**src/rtl/dp16_pkg.sv**
```systemverilog
package dp16_pkg;

  typedef enum logic [1:0] {
    SH_PASS = 2'b00,
    SH_LSL  = 2'b01,
    SH_LSR  = 2'b10,
    SH_ASR  = 2'b11
  } shift_e;

  typedef enum logic [1:0] {
    OP_ADD  = 2'b00,
    OP_SUB  = 2'b01,
    OP_AND  = 2'b10,
    OP_NOTB = 2'b11
  } alu_e;

  typedef struct packed {
    logic ovf;
    logic neg;
    logic zero;
  } flags_t;

  localparam int WB_RES  = 0;
  localparam int WB_PC   = 1;
  localparam int WB_IMM8 = 2;
  localparam int WB_MEM  = 3;
  localparam int WB_SRCS = 4;

endpackage

```
**src/rtl/dp16_regfile.sv**
```systemverilog
module dp16_regfile #(
  parameter int W     = 16,
  parameter int DEPTH = 8,
  localparam int IW   = $clog2(DEPTH)
) (
  input  logic          clk,
  input  logic          rst_n,
  input  logic          wr_en,
  input  logic [IW-1:0] wr_idx,
  input  logic [W-1:0]  wr_data,
  input  logic [IW-1:0] rd_idx,
  output logic [W-1:0]  rd_data
);

  logic [W-1:0] mem_q [DEPTH];

  // No reset on the storage array.
  always_ff @(posedge clk) begin
    if (wr_en) mem_q[wr_idx] <= wr_data;
  end

  assign rd_data = mem_q[rd_idx];

  // a write lands in the addressed entry
  assert_write_lands_R1: assert property (@(posedge clk) disable iff (!rst_n)
    wr_en |=> mem_q[$past(wr_idx)] == $past(wr_data));

endmodule

```
**src/rtl/dp16_shifter.sv**
```systemverilog
module dp16_shifter
  import dp16_pkg::*;
#(
  parameter int W = 16
) (
  input  logic [1:0]   op,
  input  logic [W-1:0] din,
  output logic [W-1:0] dout
);

  always_comb begin
    unique case (shift_e'(op))
      SH_PASS: dout = din;
      SH_LSL:  dout = {din[W-2:0], 1'b0};
      SH_LSR:  dout = {1'b0, din[W-1:1]};
      default: dout = {din[W-1], din[W-1:1]};
    endcase
  end

endmodule

```
**src/rtl/dp16_alu.sv**
```systemverilog
module dp16_alu
  import dp16_pkg::*;
#(
  parameter int W = 16
) (
  input  logic [1:0]   op,
  input  logic [W-1:0] lhs,
  input  logic [W-1:0] rhs,
  output logic [W-1:0] res,
  output flags_t       flags
);

  logic          is_sub;
  logic [W-1:0]  rhs_adj;
  logic [W-1:0]  sum;
  logic          arith;

  assign is_sub  = (alu_e'(op) == OP_SUB);
  assign rhs_adj = is_sub ? ~rhs : rhs;
  assign sum     = lhs + rhs_adj + {{(W-1){1'b0}}, is_sub};
  assign arith   = (alu_e'(op) == OP_ADD) || is_sub;

  always_comb begin
    unique case (alu_e'(op))
      OP_ADD,
      OP_SUB:  res = sum;
      OP_AND:  res = lhs & rhs;
      default: res = ~rhs;
    endcase
  end

  always_comb begin
    flags.zero = (res == '0);
    flags.neg  = res[W-1];
    flags.ovf  = arith && (lhs[W-1] == rhs_adj[W-1]) && (sum[W-1] != lhs[W-1]);
  end

endmodule

```
**src/rtl/dp16_core.sv**
```systemverilog
module dp16_core
  import dp16_pkg::*;
#(
  parameter int W     = 16,
  parameter int DEPTH = 8,
  localparam int IW   = $clog2(DEPTH),
  localparam int FW   = $bits(flags_t)
) (
  input  logic          clk,
  input  logic          rst_n,
  input  logic [W-1:0]  mem_data,
  input  logic [W-1:0]  imm8_sx,
  input  logic [W-1:0]  imm5_sx,
  input  logic [W-1:0]  pc_val,
  input  logic [IW-1:0] wr_idx,
  input  logic          wr_en,
  input  logic [IW-1:0] rd_idx,
  input  logic [3:0]    wb_sel,
  input  logic          ld_a,
  input  logic          ld_b,
  input  logic          ld_c,
  input  logic          ld_s,
  input  logic          zero_a,
  input  logic          imm_b,
  input  logic [1:0]    shift_op,
  input  logic [1:0]    alu_op,
  output logic [FW-1:0] status_q,
  output logic [W-1:0]  result_q
);

  logic [W-1:0] wb_src [WB_SRCS];
  logic [W-1:0] wb_data;
  logic [W-1:0] rd_data;
  logic [W-1:0] a_q, a_d, b_q, b_d, c_d;
  logic [W-1:0] sh_out, lhs, rhs, alu_res;
  flags_t       alu_flags;
  logic [FW-1:0] s_d;

  // Writeback selector: AND-OR over the one-hot code.
  assign wb_src[WB_RES]  = result_q;
  assign wb_src[WB_PC]   = pc_val;
  assign wb_src[WB_IMM8] = imm8_sx;
  assign wb_src[WB_MEM]  = mem_data;

  always_comb begin
    wb_data = '0;
    for (int i = 0; i < WB_SRCS; i++) begin
      wb_data = wb_data | (wb_src[i] & {W{wb_sel[i]}});
    end
  end

  dp16_regfile #(.W(W), .DEPTH(DEPTH)) u_rf (
    .clk     (clk),
    .rst_n   (rst_n),
    .wr_en   (wr_en),
    .wr_idx  (wr_idx),
    .wr_data (wb_data),
    .rd_idx  (rd_idx),
    .rd_data (rd_data)
  );

  // Operand staging: next state
  always_comb begin
    a_d = ld_a ? rd_data : a_q;
    b_d = ld_b ? rd_data : b_q;
  end

  // Operand staging: registers
  always_ff @(posedge clk or negedge rst_n) begin
    if (!rst_n) begin
      a_q <= '0;
      b_q <= '0;
    end else begin
      a_q <= a_d;
      b_q <= b_d;
    end
  end

  dp16_shifter #(.W(W)) u_sh (
    .op   (shift_op),
    .din  (b_q),
    .dout (sh_out)
  );

  assign lhs = zero_a ? '0 : a_q;
  assign rhs = imm_b ? imm5_sx : sh_out;

  dp16_alu #(.W(W)) u_alu (
    .op    (alu_op),
    .lhs   (lhs),
    .rhs   (rhs),
    .res   (alu_res),
    .flags (alu_flags)
  );

  // Result and status: next state
  always_comb begin
    c_d = ld_c ? alu_res : result_q;
    s_d = ld_s ? alu_flags : status_q;
  end

  // Result and status: registers
  always_ff @(posedge clk or negedge rst_n) begin
    if (!rst_n) begin
      result_q <= '0;
      status_q <= '0;
    end else begin
      result_q <= c_d;
      status_q <= s_d;
    end
  end

  // an unloaded operand keeps its value
  assert_hold_a_R3: assert property (@(posedge clk) disable iff (!rst_n)
    !ld_a |=> $stable(a_q));
  assert_hold_b_R3: assert property (@(posedge clk) disable iff (!rst_n)
    !ld_b |=> $stable(b_q));

  // the result holds without its enable
  assert_hold_result_R7: assert property (@(posedge clk) disable iff (!rst_n)
    !ld_c |=> $stable(result_q));

  // status holds without its enable and agrees with a jointly loaded result
  assert_hold_status_R8: assert property (@(posedge clk) disable iff (!rst_n)
    !ld_s |=> $stable(status_q));
  assert_zero_flag_R8: assert property (@(posedge clk) disable iff (!rst_n)
    (ld_c && ld_s) |=> status_q[0] == (result_q == '0));
  assert_neg_flag_R8: assert property (@(posedge clk) disable iff (!rst_n)
    (ld_c && ld_s) |=> status_q[1] == result_q[W-1]);
  assert_logic_no_ovf_R8: assert property (@(posedge clk) disable iff (!rst_n)
    (ld_s && alu_op[1]) |=> !status_q[2]);

endmodule

```
**config.mk**
```make
export PLATFORM = sky130hd
export DESIGN_NAME = dp16_core
export DESIGN_NICKNAME = d
export VERILOG_FILES = /design/src/rtl/dp16_pkg.sv /design/src/rtl/dp16_regfile.sv /design/src/rtl/dp16_shifter.sv /design/src/rtl/dp16_alu.sv /design/src/rtl/dp16_core.sv
export SDC_FILE = /design/constraint.sdc
export NUM_CORES = 1
export LEC_CHECK = 0
export BUFFER_PORTS_ARGS = -buffer_cell sky130_fd_sc_hd__buf_2
export CAP_MARGIN = 20
export CORE_UTILIZATION = 32
export DETAILED_ROUTE_END_ITERATION = 10
export GPL_TIMING_DRIVEN = 0
export PLACE_DENSITY_LB_ADDON = 0.08
export SYNTH_ARGS = -nofsm -noshare
export SYNTH_HDL_FRONTEND = slang
export SYNTH_HIERARCHICAL = 1
export SYNTH_SLANG_ARGS = --single-unit
```
**constraint.sdc**
```tcl
create_clock -name clk -period 10.7 [get_ports clk]
set_clock_uncertainty 0.15 [all_clocks]
set_input_delay 0.535 -clock clk [delete_from_list [all_inputs] [get_ports clk]]
set_output_delay 0.535 -clock clk [all_outputs]
set_load 0.05 [all_outputs]
```
Yosys cells after proc, flatten, opt, wreduce, memory -nomap -nowiden

Memories as Yosys holds them, arrays and structs flattened.
Cells that the tools add are included.

Bits of input ports: 87
Output and inout port bits: 19
Word-level logic and storage cells: 36
Register bits after elaboration: 51
Memories: 1
Memory bits (writable): 128

Eq/ne operators: 6
Bitwise gates (word level): 9
Add/subtract/negate cells: 2
Muxes and demuxes: 7
Reduce and logical (&&, ||, !) cells: 7

Memory list:

| name       | depth | width | rd ports | clocked after memory_dff | write ports | line               | source |
|---|---|---|---|---|---|---|---|
| u_rf.mem_q | 8     | 16    | 1        | 0                        | 1           | dp16_regfile.sv:15 | `logic [W-1:0] mem_q [DEPTH];` |

Operators with widths:

| kind                                                                   | number |
|---|---|
| 16-bit AND                                                             | 5 |
| 16-bit two-way mux                                                     | 3 |
| 16-bit OR                                                              | 3 |
| 16-bit case mux with 3 select lines                                    | 1 |
| 16-bit case mux with 2 select lines                                    | 1 |
| 16-bit by 1-bit adder with 16-bit output                               | 1 |
| 16-bit adder                                                           | 1 |
| 16-bit zero test                                                       | 1 |
| 16-bit inverter                                                        | 1 |
| 2-bit by 1-bit equality test with 1-bit output (second input constant) | 2 |
| 2-bit equality test (second input constant)                            | 2 |
| 2-bit zero test                                                        | 2 |
| 1-bit logical AND                                                      | 2 |
| 1-bit two-way mux                                                      | 2 |
| 2-bit OR reduction                                                     | 1 |
| 1-bit equality test                                                    | 1 |
| 1-bit logical OR                                                       | 1 |
| 1-bit inequality test                                                  | 1 |

Depth between registers and ports, before layout

Word-level depth: 9
Mapped depth: 17
Gate-level depth less buffers: 15

Hierarchy

The synthesis kept the hierarchy.

By module, submodules not included:

| module       | cells each | area an instance (sq um) | sequential area each (sq um) | instances |
|---|---|---|---|---|
| dp16_regfile | 198        | 4,973.5                  | 3,843.7                      | 1 |
| dp16_core    | 199        | 2,765.2                  | 1,276.2                      | 1 |
| dp16_alu     | 235        | 1,595.3                  | 0.0                          | 1 |
| dp16_shifter | 52         | 340.3                    | 0.0                          | 1 |

Least setup slack after synthesis

OpenSTA, ideal clock, no wires.

Kind: in2reg
Start: in alu_op[1]
End: reg status_q[0]
Arrival: 4.456 ns
Cell stages on the path: 16
Data required time: 10.483 ns
Path buffers: 4
Setup slack: 6.027 ns
Setup time: 0.067 ns
Path through: clkbuf_1 > clkbuf_1 > nand2b_1 > clkbuf_1 > clkbuf_1 > xnor2_1 > ha_1 > and3b_4 > a221o_1 > a21oi_1 > o31ai_1 > and3_1 > or3_4 > or4_1 > nor2_1 > mux2_2

RTL lines:

| item                   | line             | source |
|---|---|---|
| start: declaration     | dp16_core.sv:26  | `input logic [1:0] alu_op,` |
| end signal: assignment | dp16_core.sv:106 | `status_q <= '0;` |
| end signal: assignment | dp16_core.sv:109 | `status_q <= s_d;` |
| end: declaration       | dp16_core.sv:27  | `output logic [FW-1:0] status_q,` |

==> impl_metrics.ini <==
[synth]
ys_warn_count = 6
synth_area_um2 = 9670
synth_area_leaders = edfxtp_1 (40%), dfrtp_1 (13%), mux4_1 (7.6%), mux2_4 (6.2%), mux2_2 (5.2%)
synth_nets = 789
synth_top_area_frac = 0.397
yosysSeqAreaShare = 0.529
synth_area_leader_cell = edfxtp_1
ys_types = 68
ys_ff_latch = 179
avgSynthCellArea_um2 = 14.1
async_reset_ff_frac = 0.285
synth_edf_count = 128
synth_ff_type = edfxtp_1
syn_inst = 684

[clock_network]
clock-sinks = 179
worstSkewPairLatency_ns = 0.43
clock_path_buffers = 2
ctsRootBufferMaster = clkbuf_16
cts_inserted_buffers = 17
clk_pin_slew_ns = 0.08
cts_tree = built
htree_num_levels = 4

[detailed_routing]
wl_um = 26400
vias = 6097
drc = 0
antenna_left = 0
drtIter0Drc = 308
vias_per_cell = 5.04
firstDrtPassIters = 4
wl_per_cell_um = 21.8

[global_routing]
antenna_found_initial = 0
grt_max_degree = 39
grt_pass1_vias = 6355
grt_usage = 0.177
grt_pass1_wl_um = 40100
overflow = 0

[sta]
fmax_mhz = 180
setup_violations = 0
finalSetupTns_ns = 0
tightest_slew_ns = 0.977
maxSlewViolCount = 0
rsz0062_at_grt = false
slew_headroom = 0.345
min_period_ns = 5.57
hold_viol_final = 0
fin_crit_sh = 0.520

[floorplan]
dieHeight_um = 176
die_w_um = 176
io_pins = 106
row_count = 63
core_region_area_um2 = 29700
die-area_um2 = 30900
start_util = 0.326

[run]
maxCapViolations = 0

[worst_hold_path]
min_from = ld_s
hold_depth = 2
hp-class = input pin to register
hold-path-endpoint = status_q[2]$_DFFE_PN0P_

[worst_setup_path]
path_cells = clkbuf_1 -> clkbuf_1 -> nand2b_1 -> clkbuf_1 -> clkbuf_1 -> xnor2_1 -> fa_1 -> a211oi_1 -> o21ai_1 -> a31oi_1 -> o21bai_1 -> xnor2_1 -> o21ai_0 -> or4_1 -> nor2_1 -> mux2_2
critical_path_arrival_ns = 5.79
cp_max_fo = 10
path_depth = 16
rrSetupSlack_ns = 6.45
path_class = input pin to register
r2r_cells = 15
slowest_delay_ns = 0.69
cp_common_cell = clkbuf_1
crit_start = alu_op[1]
end_kind = register
rr_endpoint = status_q[0]$_DFFE_PN0P_
r2r_start = b_q[1]$_DFFE_PN0P_
crit_path_top_delay_cell = clkbuf_1
worst-path-buf-inv = 4
worst_ep_required_time_ns = 10.93
cp_top_family = buffers and inverters
start_kind = input pin

[finish]
final_cell_mix = edfxtp_1 (128), buf_2 (99), nand2_1 (59)
diodes = 0
postLayoutCellArea_um2 = 11400
syn_to_final_growth_pct = 18.1
drive_above_1_share = 0.322
layout_commonest_cell = edfxtp_1
nets = 911

[outcome]
status = complete, no violations

[placement]
place.gp.congestion = 0.837
placement.cell_area_um2 = 10800
portBuffers = 92
dp_hpwl_um = 20200

[power_and_ir_drop]
p_leak_uw = 0.00446
power_density_nw_per_um2 = 174
irDropWorstVdd_v = 0.000106
## final cells by class
type,count,area [um2]
Multi-Input combinational cell,456,4220
Tap cell,390,488
Sequential cell,179,5120
Timing Repair Buffer,103,652
Buffer,44,340
Fill cell,2848,18300
Inverter,5,18.8
Clock inverter,14,156
Clock buffer,18,429
## cells by family after synthesis
logic type,share of synthesized area
and+or+nand+nor,0.0777
adders and majority gates,0.0241
AOI/OAI and AO/OA,0.0845
buffers and inverters,0.0371
muxes,0.226
DFF,0.529
xor gates and xnor gates,0.0217
## state kept, by name (all words and copies together), names as in the netlist
signal      cells
a_q            16
b_q            16
result_q       16
status_q        3
u_rf/mem_q    128
## layer usage
layer	track usage	routed length (um)
met5	0	0
met3	0.0249	653
met2	0.307	13200
met4	0.0344	184
met1	0.235	12300
## how the worst max path moves through the flow
stage,endpoint,slack (ns)
after detailed placement,status_q[0]$_DFFE_PN0P_,4.53
after floorplan,status_q[0]$_DFFE_PN0P_,6.03
after global placement,status_q[0]$_DFFE_PN0P_,4.59
final,status_q[0]$_DFFE_PN0P_,5.13
after CTS,status_q[0]$_DFFE_PN0P_,4.96
after global routing,status_q[0]$_DFFE_PN0P_,4.82
## power breakdown
part | internal, uW | switching, uW | total [uW] | leakage [uW]
Combinational | 209 | 316 | 524 | 0.00243
Clock | 314 | 298 | 612 | 0.000284
Sequential | 811 | 43.6 | 855 | 0.00175
## stage by stage
stage | total power (uW) | utilization | cells | worst slack (ns) | hold slack, ns
floorplan | 1230 | - | 684 | 6.03 | 0.0894
global placement | 1380 | 0.357 | 1166 | 4.59 | 0.335
detailed placement | 1390 | 0.364 | 1176 | 4.53 | 0.311
CTS | 2010 | 0.384 | 1209 | 4.96 | 0.225
global route | 2080 | 0.384 | 1209 | 4.82 | 0.225
finish | 1990 | 0.384 | 1209 | 5.13 | 0.238
## cell usage after synthesis (all sizes together) (5+ instances only)
| cell type | instances |
|---|---|
| nor3 | 6 |
| buf | 28 |
| dfrtp | 51 |
| o21ai | 36 |
| nor2 | 22 |
| clkbuf | 16 |
| a21oi | 18 |
| mux4 | 32 |
| edfxtp | 128 |
| nand3 | 7 |
| nand2b | 11 |
| mux2 | 85 |
| a22oi | 32 |
| nand2 | 59 |
| inv | 5 |
| ha | 17 |
| nor2b | 7 |
| mux2i | 25 |
| and2b | 12 |
| xnor2 | 22 |
## timing repair
action                    in CTS  in global routing
hold buffers                   1                  0
buffers inserted               0                  0
hold endpoints to repair      13                  0
gates resized for setup        0                  0
(Power assumes the default switching activity.)
